<file path="src/rtl/fault_blanker_pkg.sv">
package fault_blanker_pkg;

  localparam int CTRL_W = 16;

  localparam int BIT_HI_RISE = 15;
  localparam int BIT_HI_FALL = 14;
  localparam int BIT_LO_RISE = 13;
  localparam int BIT_LO_FALL = 12;
  localparam int BIT_EN_FLT  = 11;
  localparam int BIT_EN_CL   = 10;
  localparam int BIT_AUX_HI  = 5;
  localparam int BIT_AUX_LO  = 4;
  localparam int BIT_HH      = 3;
  localparam int BIT_HL      = 2;
  localparam int BIT_LH      = 1;
  localparam int BIT_LL      = 0;

  localparam logic [CTRL_W-1:0] CTRL_IMPL_MASK = 16'hFC3F;

  typedef struct packed {
    logic edgeHit;
    logic stateHit;
    logic enCurLim;
    logic enFault;
  } blankStrobes_t;

endpackage

</file>
<file path="src/rtl/fault_blanker_ctrl.sv">
module fault_blanker_ctrl
  import fault_blanker_pkg::*;
#(
  parameter int DELAY_W = 8
) (
  input  logic               clk,
  input  logic               rstN,
  input  logic               regWe,
  input  logic               regAddr,
  input  logic [CTRL_W-1:0]  regWdata,
  output logic [CTRL_W-1:0]  regRdata,
  input  logic               pwmHigh,
  input  logic               pwmLow,
  input  logic               blankSig,
  output blankStrobes_t      strb,
  output logic [DELAY_W-1:0] delayVal
);

  localparam int NUM_PWM = 2;

  logic [CTRL_W-1:0]  ctrlReg;
  logic [DELAY_W-1:0] delayReg;
  logic [NUM_PWM-1:0] pwmNow;
  logic [NUM_PWM-1:0] pwmPrev;
  logic [NUM_PWM-1:0] riseEn;
  logic [NUM_PWM-1:0] fallEn;
  logic [NUM_PWM-1:0] riseSeen;
  logic [NUM_PWM-1:0] fallSeen;
  logic               levelHit;

  always_ff @(posedge clk) begin
    if (!rstN) begin
      ctrlReg  <= '0;
      delayReg <= '0;
    end else if (regWe) begin
      if (regAddr) delayReg <= regWdata[DELAY_W-1:0];
      else         ctrlReg  <= regWdata & CTRL_IMPL_MASK;
    end
  end

  assign regRdata = regAddr ? CTRL_W'(delayReg) : ctrlReg;
  assign delayVal = delayReg;

  // index 0 = high side, index 1 = low side
  assign pwmNow = {pwmLow, pwmHigh};
  assign riseEn = {ctrlReg[BIT_LO_RISE], ctrlReg[BIT_HI_RISE]};
  assign fallEn = {ctrlReg[BIT_LO_FALL], ctrlReg[BIT_HI_FALL]};

  always_ff @(posedge clk) begin
    if (!rstN) pwmPrev <= '0;
    else       pwmPrev <= pwmNow;
  end

  for (genvar gi = 0; gi < NUM_PWM; gi++) begin : g_edge
    assign riseSeen[gi] = pwmNow[gi] & ~pwmPrev[gi] & riseEn[gi];
    assign fallSeen[gi] = ~pwmNow[gi] & pwmPrev[gi] & fallEn[gi];
  end

  always_comb begin
    levelHit = (ctrlReg[BIT_AUX_HI] &  blankSig) |
               (ctrlReg[BIT_AUX_LO] & ~blankSig) |
               (ctrlReg[BIT_HH]     &  pwmHigh)  |
               (ctrlReg[BIT_HL]     & ~pwmHigh)  |
               (ctrlReg[BIT_LH]     &  pwmLow)   |
               (ctrlReg[BIT_LL]     & ~pwmLow);
  end

  always_comb begin
    strb.edgeHit  = |{riseSeen, fallSeen};
    strb.stateHit = levelHit;
    strb.enFault  = ctrlReg[BIT_EN_FLT];
    strb.enCurLim = ctrlReg[BIT_EN_CL];
  end

  AST_RSVD_ZERO: assert property (@(posedge clk) disable iff (!rstN)
    !regAddr |-> regRdata[9:6] == 4'b0000);

  AST_DELAY_LANDS: assert property (@(posedge clk) disable iff (!rstN)
    (regWe && regAddr) |=> delayVal == $past(regWdata[DELAY_W-1:0]));

endmodule

</file>
<file path="src/rtl/fault_blanker_datapath.sv">
module fault_blanker_datapath
  import fault_blanker_pkg::*;
#(
  parameter int DELAY_W = 8,
  parameter int NUM_IN  = 2
) (
  input  logic               clk,
  input  logic               rstN,
  input  blankStrobes_t      strb,
  input  logic [DELAY_W-1:0] delayVal,
  input  logic [NUM_IN-1:0]  rawIn,
  output logic [NUM_IN-1:0]  cleanIn
);

  localparam logic [DELAY_W-1:0] ONE = DELAY_W'(1);

  logic [DELAY_W-1:0] cnt;
  logic               reload;
  logic               edgeActive;
  logic               blankNow;
  logic [NUM_IN-1:0]  inEn;

  assign reload     = strb.edgeHit && (delayVal != '0);
  assign edgeActive = reload || (cnt != '0);
  assign blankNow   = edgeActive || strb.stateHit;
  assign inEn       = NUM_IN'({strb.enCurLim, strb.enFault});

  // The edge cycle itself is the first masked cycle, so load D-1
  always_ff @(posedge clk) begin
    if (!rstN)            cnt <= '0;
    else if (reload)      cnt <= delayVal - ONE;
    else if (cnt != '0)   cnt <= cnt - ONE;
  end

  for (genvar gi = 0; gi < NUM_IN; gi++) begin : g_mask
    assign cleanIn[gi] = rawIn[gi] & ~(inEn[gi] & blankNow);

    AST_OUT_NEEDS_IN: assert property (@(posedge clk) disable iff (!rstN)
      cleanIn[gi] |-> rawIn[gi]);

    AST_PASS_WHEN_OFF: assert property (@(posedge clk) disable iff (!rstN)
      !inEn[gi] |-> cleanIn[gi] == rawIn[gi]);
  end

  AST_CNT_DECAY: assert property (@(posedge clk) disable iff (!rstN)
    (!reload && cnt != '0) |=> cnt == $past(cnt) - ONE);

  AST_IDLE_STAYS: assert property (@(posedge clk) disable iff (!rstN)
    (!reload && cnt == '0) |=> cnt == '0);

endmodule

</file>
<file path="src/rtl/fault_blanker.sv">
module fault_blanker
  import fault_blanker_pkg::*;
#(
  parameter int DELAY_W = 8
) (
  input  logic        clk,
  input  logic        rstN,
  input  logic        regWe,
  input  logic        regAddr,
  input  logic [15:0] regWdata,
  output logic [15:0] regRdata,
  input  logic        pwmHigh,
  input  logic        pwmLow,
  input  logic        blankSig,
  input  logic        faultIn,
  input  logic        curLimIn,
  output logic        faultOut,
  output logic        curLimOut
);

  blankStrobes_t      strb;
  logic [DELAY_W-1:0] delayVal;
  logic [1:0]         cleanIn;

  fault_blanker_ctrl #(.DELAY_W(DELAY_W)) uCtrl (
    .clk      (clk),
    .rstN     (rstN),
    .regWe    (regWe),
    .regAddr  (regAddr),
    .regWdata (regWdata),
    .regRdata (regRdata),
    .pwmHigh  (pwmHigh),
    .pwmLow   (pwmLow),
    .blankSig (blankSig),
    .strb     (strb),
    .delayVal (delayVal)
  );

  fault_blanker_datapath #(.DELAY_W(DELAY_W), .NUM_IN(2)) uPath (
    .clk      (clk),
    .rstN     (rstN),
    .strb     (strb),
    .delayVal (delayVal),
    .rawIn    ({curLimIn, faultIn}),
    .cleanIn  (cleanIn)
  );

  assign faultOut  = cleanIn[0];
  assign curLimOut = cleanIn[1];

endmodule

</file>
<file path="config.mk">
export PLATFORM = sky130hd
export DESIGN_NAME = fault_blanker
export DESIGN_NICKNAME = d
export VERILOG_FILES = /design/src/rtl/fault_blanker_pkg.sv /design/src/rtl/fault_blanker_ctrl.sv /design/src/rtl/fault_blanker_datapath.sv /design/src/rtl/fault_blanker.sv
export SDC_FILE = /design/constraint.sdc
export NUM_CORES = 1
export LEC_CHECK = 0
export ABC_AREA = 1
export ABC_CLOCK_PERIOD_IN_PS = 2300
export BUFFER_PORTS_ARGS = -buffer_cell sky130_fd_sc_hd__buf_2
export CELL_PAD_IN_SITES_DETAIL_PLACEMENT = 1
export CELL_PAD_IN_SITES_GLOBAL_PLACEMENT = 1
export CORE_UTILIZATION = 36
export DETAILED_ROUTE_END_ITERATION = 16
export PLACE_DENSITY = 0.79
export SYNTH_ARGS = -nofsm -noshare
export SYNTH_HDL_FRONTEND = slang
export SYNTH_SLANG_ARGS = --single-unit
</file>
<file path="constraint.sdc">
create_clock -name clk -period 2.3 [get_ports clk]
set_clock_uncertainty 0.05 [all_clocks]
set_input_delay 0.115 -clock clk [delete_from_list [all_inputs] [get_ports clk]]
set_output_delay 0.115 -clock clk [all_outputs]
set_load 0.05 [all_outputs]
</file>
==> flow_metrics.env <==
export IMPL_status="completed"
export IMPL_cts_max_path_buffers=2
export IMPL_drtIter0Drc=50
export IMPL_routabilityCongestion=0.742
export IMPL_netlist_area_um2=1610
export IMPL_cts_root_buf="clkbuf_8"
export IMPL_crit_chain="nor2_2, nand4_4, nand2_8, nand3_4, or3b_4, a21boi_2, buf_4"
export IMPL_critPathKind="reg -> out"
export IMPL_synthFlopType="dfxtp_1"
export IMPL_powerDensity_nw_per_um2=1000
export IMPL_r2r_cells=10
export IMPL_drc=0
export IMPL_dp_hpwl_um=3080
export IMPL_synth_edff_count=0
export IMPL_final_antenna_net_count=0
export IMPL_fin_nets=306
export IMPL_seqCellArea_um2=601
export IMPL_grt_max_degree=25
export IMPL_io_pins=43
export IMPL_cts_tree="built"
export IMPL_netlist_area_leader_share=0.372
export IMPL_diodes=0
export IMPL_ys_ff_latch=30
export IMPL_ys_warn_count=0
export IMPL_ys_top_cells_by_count="nand2_1 (48), nor2_1 (33), dfxtp_1 (30), inv_1 (30), o21ai_0 (27)"
export IMPL_routedWlPerCell_um=12.5
export IMPL_fin_crit_sh=0.941
export IMPL_grt_remaining_overflow=0
export IMPL_drive_gt1_frac=0.263
export IMPL_vias=1589
export IMPL_hold_buffers=0
export IMPL_synthCells=236
export IMPL_setup_viol=0
export IMPL_port_buffers=38
export IMPL_p_leak_nw=0.983
export IMPL_numClockSinks=30
export IMPL_hold_depth=3
export IMPL_maxCapViolations=0
export IMPL_cp_slowest_cell="or3b_4"
export IMPL_reg2reg_from="uCtrl.ctrlReg[13]"
export IMPL_hold_class="in -> reg"
export IMPL_core_area_um2=4140
export IMPL_end_kind="output pin"
export IMPL_start_util=0.389
export IMPL_dieWidth_um=68.9
export IMPL_regToRegSetupSlack_ns=0.32
export IMPL_synth_avg_cell_area_um2=6.83
export IMPL_grt_pass1_wl_um=6380
export IMPL_drt_total_wl_um=4140
export IMPL_area_delta_synth_final_pct=25.7
export IMPL_die_h_um=68.9
export IMPL_min_period_ns=2.16
export IMPL_fillerInstances=557
export IMPL_ys_seq_area_frac=0.372
export IMPL_hold_end="uCtrl.pwmPrev[0]"
export IMPL_cp_start_kind="register"
export IMPL_clk_pin_slew_worst_paths_ns=0.07
export IMPL_vdd_drop_max_mv=0.359
export IMPL_final_cell_area_um2=2030
export IMPL_r2r_end="uPath.cnt[2]"
export IMPL_yosysMostFrequentCell="nand2_1"
export IMPL_cp_arrival_ns=2.00
export IMPL_htreeDepth=2
export IMPL_rsz0062_at_grt="no"
export IMPL_slew_violations=0
export IMPL_crit_path_max_incr_delay_ns=0.43
export IMPL_finalHoldViolations=0
export IMPL_std_cell_rows=23
export IMPL_grt_pass1_vias=1416
export IMPL_antenna_found_initial=0
export IMPL_synth_area_leaders="dfxtp_1 (37%), nand2_1 (11%), o21ai_0 (8.4%)"
export IMPL_setup_tns_ns=0
export IMPL_timing_fmax_mhz=462
export IMPL_drtPass1Iterations=4
export IMPL_worstPathRequired_ns=2.13
export IMPL_placed_area_um2=1830
export IMPL_hold_start="pwmHigh"
export IMPL_synth_top_cell_by_area="dfxtp_1"
export IMPL_grt_total_usage=0.187
export IMPL_via_per_inst=4.80
export IMPL_multi_input_area_um2=853
export IMPL_async_flop_share=0
export IMPL_clock_latency_ns=0.28
export IMPL_cp_startpoint="uCtrl.delayVal[3]"
export IMPL_ys_types=30
export IMPL_die_area_um2=4750
export IMPL_cts_buffers_inserted=5
export IMPL_path_max_fanout=11
==> metal layers <==
layer / share of wire / up-vias / track usage
li1: - / 832 / -
met1: 0.43 / 723 / 0.211
met2: 0.52 / 29 / 0.335
met3: 0.035 / 5 / 0.0526
met4: 0.011 / 0 / 0.0612
met5: 0 / - / 0
==> logic make-up (layout without fill, tap and decap cells) <==
| family | count (synthesis) | after routing | synth area share |
|---|---|---|---|
| compound gates | 50 | 50 | 0.168 |
| buf+inv | 40 | 84 | 0.102 |
| xor+xnor | 1 | 1 | 0.00543 |
| mux | 1 | 1 | 0.00698 |
| simple gates | 112 | 112 | 0.335 |
| fa+ha+maj | 1 | 1 | 0.00776 |
| flops | 30 | 30 | 0.372 |
| other cells | 1 | 2 | 0.00233 |
==> worst max-delay path, delay by kind of cell, from the launching register on <==
| kind | cells | cell delay, ns |
|---|---|---|
| AND/OR/NAND/NOR | 5 | 1.02 |
| flip-flops | 1 | 0.36 |
| AO/OA/AOI/OAI | 1 | 0.12 |
| buffers and inverters | 1 | 0.20 |
==> registers in the layout (all words and copies together) (netlist names) <==
name and cells:
uPath.cnt 8, uCtrl.ctrlReg 12, uCtrl.delayVal 8, uCtrl.pwmPrev 2
==> layout make-up <==
cell class	count	area share
well taps	50	0.0309
flip-flops and latches	30	0.296
inverters	30	0.0556
clock buffers	6	0.0407
multi-input cells	167	0.421
clock inverters	2	0.0296
repair buffers	46	0.126
==> layout by cell type (no fill, tap or decap) <==
master     count
a211oi_1       1
a21boi_2       2
a21oi_1       16
a31oi_1        1
buf_2         36
buf_4         10
bufinv_16      2
clkbuf_8       6
conb_1         2
dfxtp_1       30
ha_1           1
inv_1         30
mux2_2         1
nand2_1       48
nand2_2        2
nand2_4        1
nand2_8        1
nand3_1       12
nand3_4        1
nand3b_1       2
nand4_4        1
nor2_1        32
nor2_2         7
nor2_4         1
nor4_1         2
o21ai_0       27
o21ai_1        2
o21ai_2        1
or2_2          1
or3b_4         1
xor2_1         1
==> report_power, final <==
part           internal [mW]  switching, mW  total [mW]  leakage, nW
combinational          0.262          0.444       0.706        0.663
sequential             0.599         0.0569       0.656        0.248
clock                  0.462          0.208       0.670       0.0714
==> what timing repair did <==
action                                  CTS  global route
pin swaps                                 0             2
endpoints found under the hold margin     0             0
endpoints found under the setup margin    2             2
setup buffers                             0             6
gates resized for setup                   2             1
==> per-stage QoR <==
stage	instances	total power [mW]	hold slack (ns)	worst slack (ns)	utilization
floorplan	237	1.17	0.158	0.343	-
global placement	317	1.33	0.320	0.306	0.442
detailed placement	317	1.35	0.332	0.254	0.442
CTS	325	2.03	0.0280	0.0196	0.478
global route	331	2.16	0.0447	0.0185	0.489
finish	331	2.03	0.0394	0.136	0.489
==> worst max path at each step <==
stage                         to  slack (ns)  cells past startpoint
finish                  faultOut        0.14                      7
CTS                     faultOut        0.02                      7
floorplan              curLimOut        0.34                      6
global route           curLimOut        0.02                      7
detailed placement  uPath.cnt[2]        0.25                      9
global placement        faultOut        0.31                      7
Power figures use the tool's default switching activity.
